===== src/rtl/uart9_pkg.sv =====
package uart9_pkg;
  localparam int BYTE_W     = 8;
  localparam int CTRL_MODE9 = 0;
  localparam int CTRL_RXEN  = 1;
  localparam int CTRL_QUAL  = 2;
  localparam int CTRL_TXB8  = 3;
  localparam int CTRL_RXB8  = 4;
  localparam int CTRL_TXF   = 5;
  localparam int CTRL_ONE   = 6;
  localparam int CTRL_RXF   = 7;
  localparam logic ADDR_CTRL = 1'b0;
  localparam logic ADDR_DATA = 1'b1;

  typedef enum logic [2:0] {
    FS_IDLE, FS_START, FS_DATA, FS_NINTH, FS_STOP
  } frame_state_e;

  typedef struct packed {
    logic mode9;
    logic rx_en;
    logic qual;
    logic tx_b8;
  } uart_cfg_t;
endpackage


===== src/rtl/uart9_tx.sv =====
module uart9_tx
  import uart9_pkg::*;
#(
  parameter int OVS = 16,
  parameter int DW  = BYTE_W
) (
  input  logic          clk,
  input  logic          rst_n,
  input  logic          tick,
  input  logic          start,
  input  logic [DW-1:0] data,
  input  logic          mode9,
  input  logic          b8,
  output logic          tx_o,
  output logic          busy,
  output logic          done
);
  localparam int CNT_W = $clog2(OVS);
  localparam int IDX_W = $clog2(DW);
  localparam logic [CNT_W-1:0] LAST = CNT_W'(OVS - 1);
  localparam logic [IDX_W-1:0] TOP  = IDX_W'(DW - 1);

  frame_state_e     state;
  logic [CNT_W-1:0] cnt;
  logic [IDX_W-1:0] idx;
  logic [DW-1:0]    sh;
  logic             nine_q, b8_q;
  logic             bit_end;

  assign bit_end = tick && (cnt == LAST);

  always_ff @(posedge clk or negedge rst_n) begin
    if (!rst_n) begin
      state  <= FS_IDLE;
      cnt    <= '0;
      idx    <= '0;
      sh     <= '0;
      nine_q <= 1'b0;
      b8_q   <= 1'b0;
    end else if (state == FS_IDLE) begin
      if (start) begin
        sh     <= data;
        nine_q <= mode9;
        b8_q   <= b8;
        cnt    <= '0;
        state  <= FS_START;
      end
    end else if (tick) begin
      if (cnt != LAST) begin
        cnt <= cnt + 1'b1;
      end else begin
        cnt <= '0;
        unique case (state)
          FS_START: begin
            idx   <= '0;
            state <= FS_DATA;
          end
          FS_DATA: begin
            sh <= sh >> 1;
            if (idx == TOP) state <= nine_q ? FS_NINTH : FS_STOP;
            else            idx   <= idx + 1'b1;
          end
          FS_NINTH: state <= FS_STOP;
          default:  state <= FS_IDLE;
        endcase
      end
    end
  end

  always_comb begin
    unique case (state)
      FS_START: tx_o = 1'b0;
      FS_DATA:  tx_o = sh[0];
      FS_NINTH: tx_o = b8_q;
      default:  tx_o = 1'b1;
    endcase
  end

  assign busy = (state != FS_IDLE);
  assign done = bit_end &&
                ((state == FS_DATA && idx == TOP && !nine_q) || state == FS_NINTH);
endmodule


===== src/rtl/uart9_rx.sv =====
module uart9_rx
  import uart9_pkg::*;
#(
  parameter int OVS  = 16,
  parameter int DW   = BYTE_W,
  parameter int SYNC = 2
) (
  input  logic          clk,
  input  logic          rst_n,
  input  logic          tick,
  input  logic          rx_i,
  input  logic          en,
  input  logic          mode9,
  input  logic          qual,
  output logic          done,
  output logic [DW-1:0] data,
  output logic          bit8
);
  localparam int CNT_W = $clog2(OVS);
  localparam int IDX_W = $clog2(DW);
  localparam logic [CNT_W-1:0] LAST = CNT_W'(OVS - 1);
  localparam logic [CNT_W-1:0] MID  = CNT_W'(OVS / 2 - 1);
  localparam logic [IDX_W-1:0] TOP  = IDX_W'(DW - 1);

  logic             rx_s;
  frame_state_e     state;
  logic [CNT_W-1:0] cnt;
  logic [IDX_W-1:0] idx;
  logic [DW-1:0]    sh;
  logic             nine_q, ninth_q;
  logic             frame_end;

  generate
    if (SYNC <= 1) begin : g_sync1
      logic s1;
      always_ff @(posedge clk or negedge rst_n)
        if (!rst_n) s1 <= 1'b1;
        else        s1 <= rx_i;
      assign rx_s = s1;
    end else begin : g_syncn
      logic [SYNC-1:0] chain;
      always_ff @(posedge clk or negedge rst_n)
        if (!rst_n) chain <= '1;
        else        chain <= {chain[SYNC-2:0], rx_i};
      assign rx_s = chain[SYNC-1];
    end
  endgenerate

  always_ff @(posedge clk or negedge rst_n) begin
    if (!rst_n) begin
      state   <= FS_IDLE;
      cnt     <= '0;
      idx     <= '0;
      sh      <= '0;
      nine_q  <= 1'b0;
      ninth_q <= 1'b0;
    end else if (!en) begin
      state <= FS_IDLE;
      cnt   <= '0;
    end else if (tick) begin
      unique case (state)
        FS_IDLE: begin
          if (!rx_s) begin
            state  <= FS_START;
            cnt    <= '0;
            nine_q <= mode9;
          end
        end
        FS_START: begin
          if (cnt == MID) begin
            cnt   <= '0;
            idx   <= '0;
            state <= rx_s ? FS_IDLE : FS_DATA;
          end else cnt <= cnt + 1'b1;
        end
        FS_DATA: begin
          if (cnt == LAST) begin
            cnt <= '0;
            sh  <= {rx_s, sh[DW-1:1]};
            if (idx == TOP) state <= nine_q ? FS_NINTH : FS_STOP;
            else            idx   <= idx + 1'b1;
          end else cnt <= cnt + 1'b1;
        end
        FS_NINTH: begin
          if (cnt == LAST) begin
            cnt     <= '0;
            ninth_q <= rx_s;
            state   <= FS_STOP;
          end else cnt <= cnt + 1'b1;
        end
        default: begin
          if (cnt == LAST) begin
            cnt   <= '0;
            state <= FS_IDLE;
          end else cnt <= cnt + 1'b1;
        end
      endcase
    end
  end

  assign frame_end = en && tick && (state == FS_STOP) && (cnt == LAST);
  assign bit8      = nine_q ? ninth_q : rx_s;
  assign done      = frame_end && (!qual || bit8);
  assign data      = sh;
endmodule


===== src/rtl/uart9_regs.sv =====
module uart9_regs
  import uart9_pkg::*;
(
  input  logic              clk,
  input  logic              rst_n,
  input  logic              wr_ctrl,
  input  logic [BYTE_W-1:0] wdata,
  input  logic              tx_done,
  input  logic              rx_done,
  input  logic [BYTE_W-1:0] rx_byte,
  input  logic              rx_bit8,
  output uart_cfg_t         cfg,
  output logic              flag_tx,
  output logic              flag_rx,
  output logic [BYTE_W-1:0] rx_data,
  output logic              rx_b8,
  output logic [BYTE_W-1:0] ctrl_rd
);
  logic clr_tx, clr_rx;
  logic unused_wbits;

  assign clr_tx       = wr_ctrl && !wdata[CTRL_TXF];
  assign clr_rx       = wr_ctrl && !wdata[CTRL_RXF];
  assign unused_wbits = wdata[CTRL_ONE] ^ wdata[CTRL_RXB8];

  always_ff @(posedge clk or negedge rst_n) begin
    if (!rst_n) begin
      cfg     <= '0;
      flag_tx <= 1'b0;
      flag_rx <= 1'b0;
      rx_data <= '0;
      rx_b8   <= 1'b0;
    end else begin
      if (wr_ctrl) begin
        cfg.mode9 <= wdata[CTRL_MODE9];
        cfg.rx_en <= wdata[CTRL_RXEN];
        cfg.qual  <= wdata[CTRL_QUAL];
        cfg.tx_b8 <= wdata[CTRL_TXB8];
      end
      if (tx_done)     flag_tx <= 1'b1;
      else if (clr_tx) flag_tx <= 1'b0;
      if (rx_done)     flag_rx <= 1'b1;
      else if (clr_rx) flag_rx <= 1'b0;
      if (rx_done) begin
        rx_data <= rx_byte;
        rx_b8   <= rx_bit8;
      end
    end
  end

  always_comb begin
    ctrl_rd             = '0;
    ctrl_rd[CTRL_MODE9] = cfg.mode9;
    ctrl_rd[CTRL_RXEN]  = cfg.rx_en;
    ctrl_rd[CTRL_QUAL]  = cfg.qual;
    ctrl_rd[CTRL_TXB8]  = cfg.tx_b8;
    ctrl_rd[CTRL_RXB8]  = rx_b8;
    ctrl_rd[CTRL_TXF]   = flag_tx;
    ctrl_rd[CTRL_ONE]   = 1'b1;
    ctrl_rd[CTRL_RXF]   = flag_rx;
  end
endmodule


===== src/rtl/uart9_core.sv =====
module uart9_core
  import uart9_pkg::*;
#(
  parameter int OVS         = 16,
  parameter int SYNC_STAGES = 2
) (
  input  logic              clk,
  input  logic              rst_n,
  input  logic              baud_tick,
  input  logic              reg_valid,
  output logic              reg_ready,
  input  logic              reg_write,
  input  logic              reg_addr,
  input  logic [BYTE_W-1:0] reg_wdata,
  output logic [BYTE_W-1:0] reg_rdata,
  output logic              tx_o,
  input  logic              rx_i,
  output logic              irq_o
);
  uart_cfg_t         cfg;
  logic              tx_busy, tx_done, tx_start, wr_ctrl, accept;
  logic              rx_done, rx_bit8;
  logic [BYTE_W-1:0] rx_byte, rx_data, ctrl_rd;
  logic              flag_tx, flag_rx, rx_b8_q;

  assign reg_ready = !(reg_write && reg_addr == ADDR_DATA && tx_busy);
  assign accept    = reg_valid && reg_ready;
  assign wr_ctrl   = accept && reg_write && reg_addr == ADDR_CTRL;
  assign tx_start  = accept && reg_write && reg_addr == ADDR_DATA;
  assign reg_rdata = (reg_addr == ADDR_CTRL) ? ctrl_rd : rx_data;
  assign irq_o     = flag_tx | flag_rx;

  uart9_tx #(.OVS(OVS), .DW(BYTE_W)) u_tx (
    .clk(clk), .rst_n(rst_n), .tick(baud_tick), .start(tx_start),
    .data(reg_wdata), .mode9(cfg.mode9), .b8(cfg.tx_b8),
    .tx_o(tx_o), .busy(tx_busy), .done(tx_done)
  );

  uart9_rx #(.OVS(OVS), .DW(BYTE_W), .SYNC(SYNC_STAGES)) u_rx (
    .clk(clk), .rst_n(rst_n), .tick(baud_tick), .rx_i(rx_i),
    .en(cfg.rx_en), .mode9(cfg.mode9), .qual(cfg.qual),
    .done(rx_done), .data(rx_byte), .bit8(rx_bit8)
  );

  uart9_regs u_regs (
    .clk(clk), .rst_n(rst_n), .wr_ctrl(wr_ctrl), .wdata(reg_wdata),
    .tx_done(tx_done), .rx_done(rx_done), .rx_byte(rx_byte), .rx_bit8(rx_bit8),
    .cfg(cfg), .flag_tx(flag_tx), .flag_rx(flag_rx), .rx_data(rx_data),
    .rx_b8(rx_b8_q), .ctrl_rd(ctrl_rd)
  );
endmodule


===== config.mk =====
export PLATFORM = sky130hd
export DESIGN_NAME = uart9_core
export DESIGN_NICKNAME = d
export VERILOG_FILES = /design/src/rtl/uart9_pkg.sv /design/src/rtl/uart9_tx.sv /design/src/rtl/uart9_rx.sv /design/src/rtl/uart9_regs.sv /design/src/rtl/uart9_core.sv
export SDC_FILE = /design/constraint.sdc
export NUM_CORES = 1
export LEC_CHECK = 0
export BUFFER_PORTS_ARGS = -buffer_cell sky130_fd_sc_hd__clkbuf_2
export CAP_MARGIN = 20
export CELL_PAD_IN_SITES_DETAIL_PLACEMENT = 1
export CELL_PAD_IN_SITES_GLOBAL_PLACEMENT = 1
export CORE_MARGIN = 1.5
export CORE_UTILIZATION = 35
export CTS_CLUSTER_DIAMETER = 30
export DETAILED_ROUTE_END_ITERATION = 7
export PLACE_DENSITY_LB_ADDON = 0.25
export SYNTH_ARGS = -nofsm -noshare
export SYNTH_HDL_FRONTEND = slang
export SYNTH_HIERARCHICAL = 1
export SYNTH_SLANG_ARGS = --single-unit

===== constraint.sdc =====
create_clock -name clk -period 3.4 [get_ports clk]
set_input_delay 0.34 -clock clk [delete_from_list [all_inputs] [get_ports clk]]
set_output_delay 0.34 -clock clk [all_outputs]
set_load 0.1 [all_outputs]

Word-level counts from Yosys, hierarchy flattened
Cells that the tools add are included.
Cells by class
  $add $sub $neg: 4
  equality and inequality tests: 27
  mux-type cells: 46
  bitwise gates (word level): 5
  reductions and logical operators: 43
Operator list (count)
  3-bit 2-to-1 mux: 19
  8-bit 2-to-1 mux: 6
  4-bit 2-to-1 mux: 9
  4-bit AND reduction: 5
  1-bit logical AND: 16
  3-bit by 2-bit equality test with 1-bit output, second input constant: 4
  3-bit by 2-bit inequality test with 1-bit output, second input constant: 4
  3-bit case mux with 2 select lines: 2
  3-bit case mux with 4 select lines: 1
  2-bit nonzero test: 6
  3-bit equality test, second input constant: 3
  3-bit case mux with 3 select lines: 1
  4-bit by 1-bit adder with 4-bit output, second input constant: 2
  4-bit equality test, second input constant: 2
  2-bit inequality test, second input constant: 4
  4-bit case mux with 2 select lines: 1
  7-bit AND reduction: 1
  3-bit by 1-bit adder with 3-bit output, second input constant: 2
  3-bit by 1-bit equality test with 1-bit output, second input constant: 2
  3-bit logical NOT: 2
  2-bit by 1-bit inequality test with 1-bit output, second input constant: 3
  2-bit AND reduction: 3
  6-bit AND reduction: 1
  1-bit logical NOT: 5
  13 further kinds: 21
Word-level totals
  bits in registers: 57
  input bits: 15
  output and inout port bits: 11
  word-level logic and storage cells: 146

Logic depth before layout (Yosys ltp)
Gate-level depths: netlist (run 1).
  depth after elaboration: 9
  depth in mapped cells: 8
  mapped depth without buffers: 6

By module
The synthesis (run 1) kept the hierarchy.
By module, submodules not included
  uart9_rx: times used 1, cells each 108, area each 1194.9 sq um
  uart9_tx: times used 1, cells each 108, area each 1086.0 sq um
  uart9_regs: times used 1, cells each 42, area each 659.4 sq um
  uart9_core: times used 1, cells each 13, area each 158.9 sq um

Worst setup path before layout (run 1)
No wires, ideal clock.
  path kind: reg2out
  start point: register u_tx.state[2]
  end point: output reg_ready
  arrival: 1.581 ns
  required time: 3.060 ns
  path slack: 1.479 ns
  cell stages (with the launch flop): 5
  buffers on the path: 1
  cell sequence: dfrtp_1 > buf_2 > nor3_2 > inv_1 > nand3_1
On the way
  cells in the longest elaborated chain, start to end: 3
Ends and longest elaborated chain
  from (decl): line uart9_tx.sv:23  | frame_state_e state;
  from (signal assigned): line uart9_tx.sv:60  | if (idx == TOP) state <= nine_q ? FS_NINTH : FS_STOP;
  3-bit nonzero test: line uart9_tx.sv:79  | assign busy = (state != FS_IDLE);
  named net tx_busy: line uart9_core.sv:21  | logic tx_busy, tx_done, tx_start, wr_ctrl, accept;
  1-bit logical AND: line uart9_core.sv:26  | assign reg_ready = !(reg_write && reg_addr == ADDR_DATA && tx_busy);
  1-bit logical NOT: line uart9_core.sv:26
  to (decl): line uart9_core.sv:11  | output logic reg_ready,
The timed path passes the listed nets, and every way through them passes these cells.

Worst setup path in the final report (run 1)
  start point: register u_tx.state[2]
  end point: register u_tx.sh[7]
On the way
  cells in the longest elaborated chain, start to end: 8
  elaborated cells between the ends (all ways): 14
  those cells by class: 3 x eq/ne; 1 x mux; 10 x reduce/logical
Ends and longest elaborated chain
  3-bit nonzero test: line uart9_tx.sv:79
  named net tx_busy: line uart9_core.sv:21
  1-bit logical AND: line uart9_core.sv:26
  1-bit logical NOT: line uart9_core.sv:26
  1-bit logical AND: line uart9_core.sv:27  | assign accept = reg_valid && reg_ready;
  1-bit logical AND (2 in a row): line uart9_core.sv:29  | assign tx_start = accept && reg_write && reg_addr == ADDR_DATA;
  named net tx_start: line uart9_core.sv:21
  2-bit inequality test (no source line)
  4-bit AND reduction (no source line)
  to (signal assigned): line uart9_tx.sv:42  | sh <= data;
  to (signal assigned): line uart9_tx.sv:59  | sh <= sh >> 1;
  to (decl): line uart9_tx.sv:26  | logic [DW-1:0] sh;
The timed path passes the listed nets, and every way through them passes these cells.
A chain may end at the register's enable or synchronous reset.

==> metrics.md, run 1 <==
| Metric | Value |
|---|---|
| WP data required | `approximately 3600 ps` |
| Clk_skew | `7.94 ps` |
| Register area share after synthesis | `a little under half` |
| Max Cap Viol | `0` |
| Antenna violations before repair | `0` |
| Vias in the first global route | `~2100` |
| Final Wtd Congestion | `roughly 0.7` |
| Flops & latches, synth | `57` |
| H-tree Lvls | `3` |
| Total GRT Usage | `between 10 and 15%` |
| Post-place setup slack | `~1200 ps` |
| Crit share post-route | `around 66%` |
| CTS tree | `done` |
| Worst Hold Launch | `rx_i` |
| Die area | `roughly 0.0094 mm²` |
| Initial Util | `a little over a third` |
| Critical path launch point type | `flip-flop` |
| WP data arrival | `~2500 ps` |
| Main synth FF type | `dfrtp_1` |
| Port-buffer cells | `25` |
| Syn Nets | `292` |
| Cells on Worst Hold Path | `1` |
| I/O pins | `26` |
| Mapped Avg Cell Area | `between 10 and 15 µm²` |
| Area Overhead vs Synth | `10.6%` |
| CTS sink count | `57` |
| Hold bufs inserted after CTS | `0` |
| Tightest Hold Check Type | `primary input to flip-flop` |
| Die span in y | `between 90 and 100 µm` |
| DR iter-0 viols | `75` |
| Number of synthesized flops with an enable pin | `0` |
| Die width | `97.1 µm` |
| Slew Limit Fails | `0` |
| Drt wl/cell | `approximately 16 µm` |
| Average via count per standard cell | `between 5 and 6` |
| Pwr dens | `606 mW/mm²` |
| Skew-Pair Late Insertion Delay | `about 330 ps` |
| TNS Setup | `0 ps` |
| Reg2reg setup slack | `about 1200 ps` |
| Worst r2r dst | `u_tx/sh[7]` |
| RSZ-0062 raised after global routing | `false` |
| Hold Slack | `approximately 96 ps` |
| Most frequent cells in the layout | `dfrtp_1, clkbuf_2, mux2_4` |
| Leak | `around 1.7 nW` |
| Hold EP | `u_rx/g_syncn.chain[0]` |
| Core Rows | `34` |
| F_max | `448 MHz` |
| Dpl cell area | `about 0.0032 mm²` |
| Worst IR Drop VDD | `about 0.00026 V` |
| Largest net degree at the start of global routing | `slightly above 40` |
| FILL cells | `957` |
| Final setup viols | `0` |
| Worst slew margin | `a little over half` |
| Residual DRC | `0` |
| Post-CTS sizing | `0` |
| GR Overflow Total | `0` |
| Async SR Flop Fraction | `100%` |
| Post-CTS setup buffers | `0` |
| DP Wirelength | `about 4600 µm` |
| Final instance area | `about 0.0034 mm²` |
| Root buf cell | `clkbuf_8` |
| YS warnings | `6` |
| Setup ws final | `1170 ps` |
| N_diodes | `0` |
| WL final | `between 6000 and 7000 µm` |
| Worst setup EP type | `flip-flop` |
| First-pass GRT wire length | `~11000 µm` |
| Mapped Area | `approximately 0.0031 mm²` |
| DRT Pass-1 Iters | `4` |
| CTS buffer count | `9` |
| Synthesized netlist cell count | `between 200 and 300` |
| Outcome | `complete, no violations` |
| Clk slew on worst S/H paths | `about 70 ps` |
| Worst-Margin Slew | `a little under 700 ps` |
| Layout net count | `between 300 and 400` |
| Hold Violations, Final | `0` |
| Most common cell after layout, fill and taps aside | `dfrtp_1` |
| Yosys cell types | `54` |
| R2R cell count | `6` |
| Reg2reg start | `u_tx/state[2]` |
| Post-route ant nets | `0` |
| Post-route minimum period | `between 2000 and 2500 ps` |
| Routed vias | `about 2000` |
| Core footprint | `0.00864 mm²` |
| CTS Buffer Depth | `2` |
| Layout cells sized above 1 | `30.8%` |
| Kind of critical path | `flip-flop to flip-flop` |
| Crit Path Max Fanout | `12` |
==> state kept, by name (all words and copies together), names as in the netlist, 2 cells and up <==
| signal | cells |
|---|---|
| u_rx/g_syncn.chain | 2 |
| u_regs/rx_data | 8 |
| u_tx/cnt | 4 |
| u_tx/state | 3 |
| u_tx/idx | 3 |
| u_regs/cfg | 4 |
| u_tx/sh | 8 |
| u_rx/idx | 3 |
| u_rx/data | 8 |
| u_rx/state | 3 |
| u_rx/cnt | 4 |
==> how the worst max path moves through the flow <==
| stage | start | endpoint | slack (ps) | cells past startpoint |
|---|---|---|---|---|
| detailed placement | u_tx/state[2] | u_tx/sh[7] | 1200 | 6 |
| global route | u_tx/state[2] | u_tx/sh[7] | 1050 | 6 |
| finish | u_tx/state[2] | u_tx/sh[7] | 1170 | 6 |
| floorplan | u_tx/state[2] | reg_ready | 1480 | 4 |
| global placement | u_tx/state[2] | u_tx/sh[7] | 1260 | 6 |
| CTS | u_tx/state[2] | reg_ready | 1170 | 4 |
==> final cells by class <==
class                      count  area, µm²  area share (%)
inverter                      19       71.3            2.08
clock buffer                  13        149            4.34
timing repair buffer          29        170            4.96
sequential                    57       1430            41.7
multi-input combinational    174       1430            41.8
tap                          108        135            3.94
clock inverter                 3       40.0            1.17
==> per-stage QoR <==
step	total power [mW]	utilization [%]	std cells
2_1_floorplan	1.36	-	271
3_3_place_gp	1.45	37.2	385
3_5_place_dp	1.47	37.2	385
4_1_cts	2.11	39.4	401
5_1_grt	2.22	39.7	403
6_report	2.08	39.7	403
==> logic make-up after synthesis <==
kind of cell	synth area share, %
buffers and inverters	7.83
multiplexers	17.3
adder cells (fa/ha/maj)	2.42
AND/OR/NAND/NOR	14.8
other	0.121
flip-flops	46.1
AO/OA/AOI/OAI	11.4
==> power by group <==
part / internal (mW) / switching (mW)
clock network: 0.357 / 0.264
registers: 0.804 / 0.141
logic: 0.191 / 0.322
==> per-layer routing <==
| metal | vias to the layer above | GRT usage, % | wire (µm) |
|---|---|---|---|
| met5 | - | 0 | 0 |
| met4 | 0 | 6.35 | 68 |
| met3 | 4 | 3.45 | 152 |
| met2 | 21 | 22.2 | 2980 |
| met1 | 1013 | 20.0 | 3200 |
| li1 | 990 | - | - |
==> Yosys cell counts (4+ instances only) <==
| cell | count | area, µm² |
|---|---|---|
| dfrtp_1 | 55 | 1380 |
| mux2_4 | 23 | 345 |
| nand2_1 | 20 | 75.1 |
| inv_1 | 19 | 71.3 |
| a21oi_1 | 16 | 80.1 |
| buf_4 | 9 | 67.6 |
| mux2_2 | 9 | 101 |
| mux2i_1 | 9 | 90.1 |
| nor2_1 | 9 | 33.8 |
| o21ai_0 | 8 | 40.0 |
| buf_6 | 7 | 78.8 |
| nand2b_1 | 7 | 43.8 |
| o22ai_1 | 7 | 43.8 |
| ha_1 | 6 | 75.1 |
| buf_2 | 5 | 25.0 |
| nand3_1 | 4 | 20.0 |
| nor3_1 | 4 | 20.0 |
==> worst max-delay path: stages, from the launching register on <==
cell      delay (ps)
dfrtp_1          520
nor3_2           340
inv_1            110
and4b_1          300
nand3b_1         350
and2_4           310
a22o_1           180
No activity file was read; power rests on OpenSTA's default activity.
==> run 2, diff against run 1 <==
--- a/config.mk
+++ b/config.mk
@@ -5,6 +5,7 @@
 export SDC_FILE = /design/constraint.sdc
 export NUM_CORES = 1
 export LEC_CHECK = 0
+export ABC_AREA = 1
 export BUFFER_PORTS_ARGS = -buffer_cell sky130_fd_sc_hd__clkbuf_2
 export CAP_MARGIN = 20
 export CELL_PAD_IN_SITES_DETAIL_PLACEMENT = 1
==> constraint.sdc (replaced) <==
create_clock -name clk -period 1.91 [get_ports clk]
set_input_delay 0.191 -clock clk [delete_from_list [all_inputs] [get_ports clk]]
set_output_delay 0.191 -clock clk [all_outputs]
set_load 0.1 [all_outputs]
==> run 2 against run 1 <==
  * Sequential cell count is the same
  * Via count increased by 31%
  * Core utilization is 1.5 points higher
  * Register-to-register slack worse by 910 ps
  * Largest power group unchanged
==> metrics.md, run 2 <==
| Metric | Value |
|---|---|
| FILL cells | `1079 (was 957)` |
| YS warnings | `6 (unchanged)` |
| Initial Util | `35.9% (about the same)` |
| Routed vias | `2648 (was 2028)` |
| Core Rows | `34 (unchanged)` |
| Clk slew on worst S/H paths | `70 ps (about the same)` |
| Sequential power share | `36.9% (was 45.4%)` |
| Dpl cell area | `0.00328 mm² (was 0.00321 mm²)` |
| R2R cell count | `9 (was 6)` |
| Switching share of total power | `37.4% (was 35.0%)` |
| Crit share post-route | `around 96%` |
| DRT Pass-1 Iters | `4 (unchanged)` |
| Register area share after synthesis | `46.1% (about the same)` |
| Vias in the first global route | `2809 (was 2110)` |
| Top-count cell post-synth | `nand2_1 (was dfrtp_1)` |
| Critical path launch point type | `flip-flop (unchanged)` |
| Setup ws final | `82.9 ps (was 1170 ps)` |
| Post-place setup slack | `151 ps (was 1200 ps)` |
| Port-buffer cells | `25 (unchanged)` |
| RSZ-0062 raised after global routing | `false (unchanged)` |
| Post-route minimum period | `about 1800 ps` |
| Area Overhead vs Synth | `14.8% (was 10.6%)` |
| Tightest Hold Check Type | `primary input to flip-flop (unchanged)` |
| Async SR Flop Fraction | `100% (unchanged)` |
| DR iter-0 viols | `85 (was 75)` |
| Die width | `97.1 µm (about the same)` |
| Psw | `1.59 mW (was 0.727 mW)` |
| Crit Path Max Fanout | `8 (was 12)` |
| Hold Slack | `110 ps (was 96.3 ps)` |
| Residual DRC | `0 (unchanged)` |
| Post-route ant nets | `0 (unchanged)` |
| GR Overflow Total | `0 (unchanged)` |
| Most frequent cells in the layout | `nand2_1, dfrtp_1, inv_1 (was dfrtp_1, clkbuf_2, mux2_4)` |
| Reg2reg setup slack | `260 ps (was 1170 ps)` |
| WP data required | `1720 ps (was 3620 ps)` |
| Most common cell after layout, fill and taps aside | `nand2_1 (was dfrtp_1)` |
| CTS Buffer Depth | `2 (unchanged)` |
| DP Wirelength | `5390 µm (was 4610 µm)` |
| Kind of critical path | `flip-flop to output port (was flip-flop to flip-flop)` |
| Flops & latches, synth | `57 (unchanged)` |
| Final setup viols | `0 (unchanged)` |
| WL final | `7320 µm (was 6400 µm)` |
| Share of the synthesized area in the top cell type | `44.4% (about the same)` |
| Pwr dens | `1190 mW/mm² (was 606 mW/mm²)` |
| I/O pins | `26 (unchanged)` |
| H-tree Lvls | `3 (unchanged)` |
| Layout cells sized above 1 | `18.3% (was 30.8%)` |
| Post-route insts no fill | `550 (was 403)` |
| Reg2reg start | `u_tx/state[0] (was u_tx/state[2])` |
| Largest net degree at the start of global routing | `58 (was 41)` |
| Main synth FF type | `dfrtp_1 (unchanged)` |
| Layout net count | `458 (was 311)` |
| Yosys cell types | `36 (was 54)` |
| Core footprint | `0.00864 mm² (unchanged)` |
| Leak | `1.93 nW (was 1.67 nW)` |
| F_max | `between 500 and 600 MHz` |
| Antenna violations before repair | `0 (unchanged)` |
| Average via count per standard cell | `4.81 (was 5.03)` |
| Final Power | `4.25 mW (was 2.08 mW)` |
| Worst setup EP type | `output port (was flip-flop)` |
| Die area | `0.00943 mm² (about the same)` |
| Skew-Pair Late Insertion Delay | `340 ps (was 330 ps)` |
| Crit path from | `u_tx/state[0] (was u_tx/state[2])` |
| Mapped Area | `0.00310 mm² (about the same)` |
| Final instance area | `0.00356 mm² (was 0.00343 mm²)` |
| Area leader, netlist | `dfrtp_1 (unchanged)` |
| Die span in y | `97.1 µm (about the same)` |
| First-pass GRT wire length | `13200 µm (was 10800 µm)` |
| TNS Setup | `0 ps (unchanged)` |
| Worst r2r dst | `u_tx/sh[7] (unchanged)` |
| Outcome | `complete, no violations (unchanged)` |
| WP data arrival | `1640 ps (was 2450 ps)` |
| Synthesized netlist cell count | `408 (was 271)` |
| CTS tree | `done (unchanged)` |
| Worst-Margin Slew | `593 ps (was 692 ps)` |
| Total GRT Usage | `17.0% (was 14.6%)` |
| Syn Nets | `429 (was 292)` |
| Util after Layout | `41.2% (was 39.7%)` |
| Slew Limit Fails | `0 (unchanged)` |
| Hold Violations, Final | `0 (unchanged)` |
| Synth cell count leaders | `nand2_1, dfrtp_1, inv_1, nand3_1, nor2_1 (was dfrtp_1, mux2_4, nand2_1, inv_1, a21oi_1)` |
| Max Cap Viol | `0 (unchanged)` |
| Worst slew margin | `60.3% (was 53.2%)` |
| Drt wl/cell | `13.3 µm (was 15.9 µm)` |
| Clk_skew | `4.89 ps (was 7.94 ps)` |
| Root buf cell | `clkbuf_8 (unchanged)` |
| Worst IR Drop VDD | `0.000520 V (was 0.000260 V)` |
| CTS buffer count | `9 (unchanged)` |
| Final Wtd Congestion | `0.888 (was 0.701)` |
| Gate power share | `30.1% (was 24.7%)` |
| N_diodes | `0 (unchanged)` |
| Placed cells | `531 (was 385)` |
| Int Pwr | `2.66 mW (was 1.35 mW)` |
| Number of synthesized flops with an enable pin | `0 (unchanged)` |
| Clk network pwr share | `33.0% (was 29.9%)` |
| CTS sink count | `57 (unchanged)` |
| Mapped Avg Cell Area | `7.60 µm² (was 11.4 µm²)` |
| Critical Path End | `reg_ready (was u_tx/sh[7])` |
| Synth top area cells | `dfrtp_1, nand2_1, nand3_1 (was dfrtp_1, mux2_4, mux2_2)` |
[run 2: worst min-delay path by stage]
stage | start | endpoint | slack (ps) | cells past startpoint
floorplan | rst_n | u_regs/cfg[0] | -100 | 0
global placement | rst_n | u_tx/idx[2] | 230 | 2
detailed placement | rst_n | u_tx/cnt[3] | 230 | 2
CTS | reg_wdata[3] | u_regs/cfg[0] | 110 | 3
global route | reg_wdata[2] | u_regs/cfg[1] | 110 | 3
finish | reg_wdata[2] | u_regs/cfg[1] | 110 | 3
[run 2: cell type report]
| type | instances | area (µm²) | share of cell area (%) |
|---|---|---|---|
| clock buffer | 10 | 138 | 3.87 |
| multi-input combinational | 295 | 1380 | 38.8 |
| tap | 108 | 135 | 3.80 |
| clock inverter | 6 | 105 | 2.95 |
| inverter | 40 | 158 | 4.43 |
| timing repair buffer | 34 | 213 | 5.98 |
| sequential | 57 | 1430 | 40.1 |
[run 2: worst max-delay path, cell delays in order (launching register included)]
cell	delay, ps
dfrtp_1	500
nor2_4	160
nand2_4	90
nand3_1	100
clkbuf_2	460
[run 2: cell families after synthesis]
group / share of synthesized area (%)
AOI/OAI and AO/OA: 7.02
xor gates and xnor gates: 0.283
adders and majority gates: 2.42
buffers and inverters: 9.40
DFF: 46.1
other: 0.121
and+or+nand+nor: 34.7
[run 2: power groups by stage]
stage,logic (mW),clock network (mW),registers (mW)
after floorplan,1.08,0,1.51
after global placement,1.25,0,1.59
after detailed placement,1.28,0,1.59
after CTS,1.29,1.43,1.57
after global routing,1.46,1.49,1.60
final,1.28,1.40,1.57
[run 2: metal layers]
layer | routed length, µm | track usage (%) | part of all wire, %
met1 | 3380 | 21.2 | 46
met2 | 3670 | 29.8 | 50
met3 | 200 | 3.96 | 2.7
met4 | 78 | 4.35 | 1.1
met5 | 0 | 0 | 0
[run 2: timing repair]
item	4_1_cts	5_1_grt
resized for setup	0	3
buffers inserted	0	1
setup endpoints to repair	0	9
endpoints found under the hold margin	56	0
hold buffers	2	0
==> run 3, diff against run 2 <==
--- a/config.mk
+++ b/config.mk
@@ -17,5 +17,4 @@
 export PLACE_DENSITY_LB_ADDON = 0.25
 export SYNTH_ARGS = -nofsm -noshare
 export SYNTH_HDL_FRONTEND = slang
-export SYNTH_HIERARCHICAL = 1
 export SYNTH_SLANG_ARGS = --single-unit
==> run 3 against run 2 <==
  * Global-route usage increased by 1.4 points
  * Total power increased by 3.4%
  * Die area shrank 6.8%
  * Combinational power is 39% higher
  * Non-clock buffer count shrank 1
  * Critical endpoint is now tx_o
  * Largest cell class unchanged
==> metrics.md, run 3 <==
| Metric | Value |
|---|---|
| Switching share of total power | `45.5% (was 37.4%)` |
| Yosys cell types | `30 (was 36)` |
| First-pass GRT wire length | `12600 µm (was 13200 µm)` |
| Most frequent cells in the layout | `nand2_1, dfrtp_1, inv_1 (unchanged)` |
| CTS tree | `done (unchanged)` |
| Residual DRC | `0 (unchanged)` |
| Synth top area cells | `dfrtp_1, nand2_1, o21ai_0 (was dfrtp_1, nand2_1, nand3_1)` |
| Worst slew margin | `55.6% (was 60.3%)` |
| Post-route insts no fill | `501 (was 550)` |
| Critical path launch point type | `flip-flop (unchanged)` |
| Flops & latches, synth | `57 (unchanged)` |
| Slew Limit Fails | `0 (unchanged)` |
| Largest net degree at the start of global routing | `26 (was 58)` |
| WP data arrival | `1560 ps (was 1640 ps)` |
| Hold EP | `u_regs.cfg[0] (was u_regs/cfg[1])` |
| Pwr dens | `1310 mW/mm² (was 1190 mW/mm²)` |
| Skew-Pair Late Insertion Delay | `330 ps (was 340 ps)` |
| Async SR Flop Fraction | `100% (unchanged)` |
| Worst Hold Launch | `reg_wdata[3] (was reg_wdata[2])` |
| R2R cell count | `7 (was 9)` |
| Syn Nets | `379 (was 429)` |
| Die span in y | `93.8 µm (was 97.1 µm)` |
| Clk network pwr share | `22.4% (was 33.0%)` |
| CTS buffer count | `9 (unchanged)` |
| Max Cap Viol | `0 (unchanged)` |
| Final setup viols | `0 (unchanged)` |
| Reg2reg setup slack | `270 ps (was 260 ps)` |
| Psw | `2.00 mW (was 1.59 mW)` |
| N_diodes | `0 (unchanged)` |
| Post-CTS setup buffers | `0 (unchanged)` |
| Core footprint | `0.00785 mm² (was 0.00864 mm²)` |
| Final Wtd Congestion | `0.796 (was 0.888)` |
| Crit Path Max Fanout | `4 (was 8)` |
| Area Overhead vs Synth | `16.5% (was 14.8%)` |
| Gate power share | `40.6% (was 30.1%)` |
| DRT Pass-1 Iters | `5 (was 4)` |
| Die width | `93.8 µm (was 97.1 µm)` |
| YS warnings | `0 (was 6)` |
| WP data required | `1720 ps (about the same)` |
| TNS Setup | `0 ps (unchanged)` |
| Register area share after synthesis | `49.5% (was 46.1%)` |
| F_max | `572 MHz (was 547 MHz)` |
| Sequential power share | `37.0% (was 36.9%)` |
| Tightest Hold Check Type | `primary input to flip-flop (unchanged)` |
| Antenna violations before repair | `0 (unchanged)` |
| Synthesized netlist cell count | `358 (was 408)` |
| Port-buffer cells | `25 (unchanged)` |
| Worst setup EP type | `output port (unchanged)` |
| Worst r2r dst | `u_tx.sh[2] (was u_tx/sh[7])` |
| CTS sink count | `57 (unchanged)` |
| I/O pins | `26 (unchanged)` |
| Outcome | `complete, no violations (unchanged)` |
| Placed cells | `483 (was 531)` |
| Post-route ant nets | `0 (unchanged)` |
| Number of synthesized flops with an enable pin | `0 (unchanged)` |
| Leak | `1.68 nW (was 1.93 nW)` |
| Reg2reg start | `u_tx.state[1] (was u_tx/state[0])` |
| Core Rows | `32 (was 34)` |
| Mapped Area | `0.00288 mm² (was 0.00310 mm²)` |
| Mapped Avg Cell Area | `8.06 µm² (was 7.60 µm²)` |
| Worst-Margin Slew | `666 ps (was 593 ps)` |
| Share of the synthesized area in the top cell type | `47.7% (was 44.4%)` |
| Clk_skew | `10.8 ps (was 4.89 ps)` |
| Post-route minimum period | `1750 ps (was 1830 ps)` |
| Drt wl/cell | `14.2 µm (was 13.3 µm)` |
| Synth cell count leaders | `nand2_1, dfrtp_1, inv_1, o21ai_0, nand3_1 (was nand2_1, dfrtp_1, inv_1, nand3_1, nor2_1)` |
| Average via count per standard cell | `4.87 (was 4.81)` |
| Register area | `0.00143 mm² (about the same)` |
| WL final | `7100 µm (was 7320 µm)` |
| Cells on Worst Hold Path | `3 (unchanged)` |
| Layout cells sized above 1 | `17.8% (was 18.3%)` |
| DR iter-0 viols | `106 (was 85)` |
| Area leader, netlist | `dfrtp_1 (unchanged)` |
| Root buf cell | `clkbuf_8 (unchanged)` |
| FILL cells | `996 (was 1079)` |
| Clk slew on worst S/H paths | `70 ps (about the same)` |
| CTS Buffer Depth | `2 (unchanged)` |
| Top-count cell post-synth | `nand2_1 (unchanged)` |
| DP Wirelength | `5330 µm (was 5390 µm)` |
| Most common cell after layout, fill and taps aside | `nand2_1 (unchanged)` |
| GR Overflow Total | `0 (unchanged)` |
| Worst IR Drop VDD | `0.000791 V (was 0.000520 V)` |
| Kind of critical path | `flip-flop to output port (unchanged)` |
| Multi-input logic area | `0.00124 mm² (was 0.00138 mm²)` |
| Vias in the first global route | `2619 (was 2809)` |
| Initial Util | `36.8% (was 35.9%)` |
| Crit share post-route | `91.5% (was 95.7%)` |
| Int Pwr | `2.39 mW (was 2.66 mW)` |
| RSZ-0062 raised after global routing | `false (unchanged)` |
| Hold Violations, Final | `0 (unchanged)` |
| H-tree Lvls | `3 (unchanged)` |
| Layout net count | `415 (was 458)` |
| Die area | `0.00879 mm² (was 0.00943 mm²)` |
| Total GRT Usage | `18.4% (was 17.0%)` |
| Routed vias | `2438 (was 2648)` |
| Main synth FF type | `dfrtp_1 (unchanged)` |
-- run 3: routing by layer --
layer  vias up  global-route usage, %  wire length (µm)
li1       1228                      -                 -
met1      1169                   24.8              3400
met2        31                   29.6              3430
met3        10                   2.75               150
met4         0                   7.59               115
met5         -                      0                 0
-- run 3: how the worst max path moves through the flow --
stage	slack, ps	to	cells after the start	startpoint
2_1_floorplan	-160	reg_rdata[1]	3	u_regs.cfg[2]
3_3_place_gp	320	u_rx.state[2]	6	u_regs.cfg[2]
3_5_place_dp	180	u_rx.data[2]	7	u_rx.cnt[0]
4_1_cts	90	reg_rdata[1]	3	u_regs.cfg[2]
5_1_grt	8	u_regs.rx_b8	8	u_rx.cnt[0]
6_report	160	tx_o	5	u_tx.state[2]
-- run 3: layout make-up --
type / count / share of cell area (%)
multi-input cells: 248 / 36.9
inverters: 45 / 5.03
well taps: 102 / 3.80
flip-flops and latches: 57 / 42.6
clock inverters: 7 / 1.42
clock buffers: 9 / 3.69
repair buffers: 33 / 6.55
-- run 3: power groups by stage --
stage | registers (mW) | clock network [mW] | logic [mW]
after floorplan | 1.58 | 0 | 1.41
after global placement | 1.64 | 0 | 1.72
after detailed placement | 1.65 | 0 | 1.79
after CTS | 1.63 | 1.02 | 1.81
after global routing | 1.66 | 1.08 | 1.99
final | 1.63 | 0.985 | 1.78
-- run 3: worst max-delay path: stages, from the launching register on --
cell and delay [ps]:
dfrtp_1 410, inv_1 130, nand2_1 110, o22ai_1 130
nand2_1 80, clkbuf_2 370
-- run 3: logic make-up after synthesis --
kind of cell	Yosys count	synth area share [%]
compound gates	66	12.5
xor+xnor	2	0.607
fa+ha+maj	6	2.60
buf+inv	53	7.90
flops	57	49.5
simple gates	174	26.9
-- run 3: metrics by stage --
step	area (µm²)	power [mW]	utilization [%]	hold WS, ps	setup slack [ps]
finish	3360	4.39	42.8	120	163
global route	3360	4.73	42.8	136	7.90
CTS	3360	4.47	42.8	108	93.7
detailed placement	3160	3.44	40.3	254	183
global placement	3160	3.36	40.3	246	319
floorplan	2900	3.00	-	-105	-162
-- run 3: what timing repair did --
action / CTS / global route
endpoints found under the hold margin: 22 / 0
hold buffers: 2 / 0
gates resized for setup: 0 / 2
endpoints found under the setup margin: 0 / 9
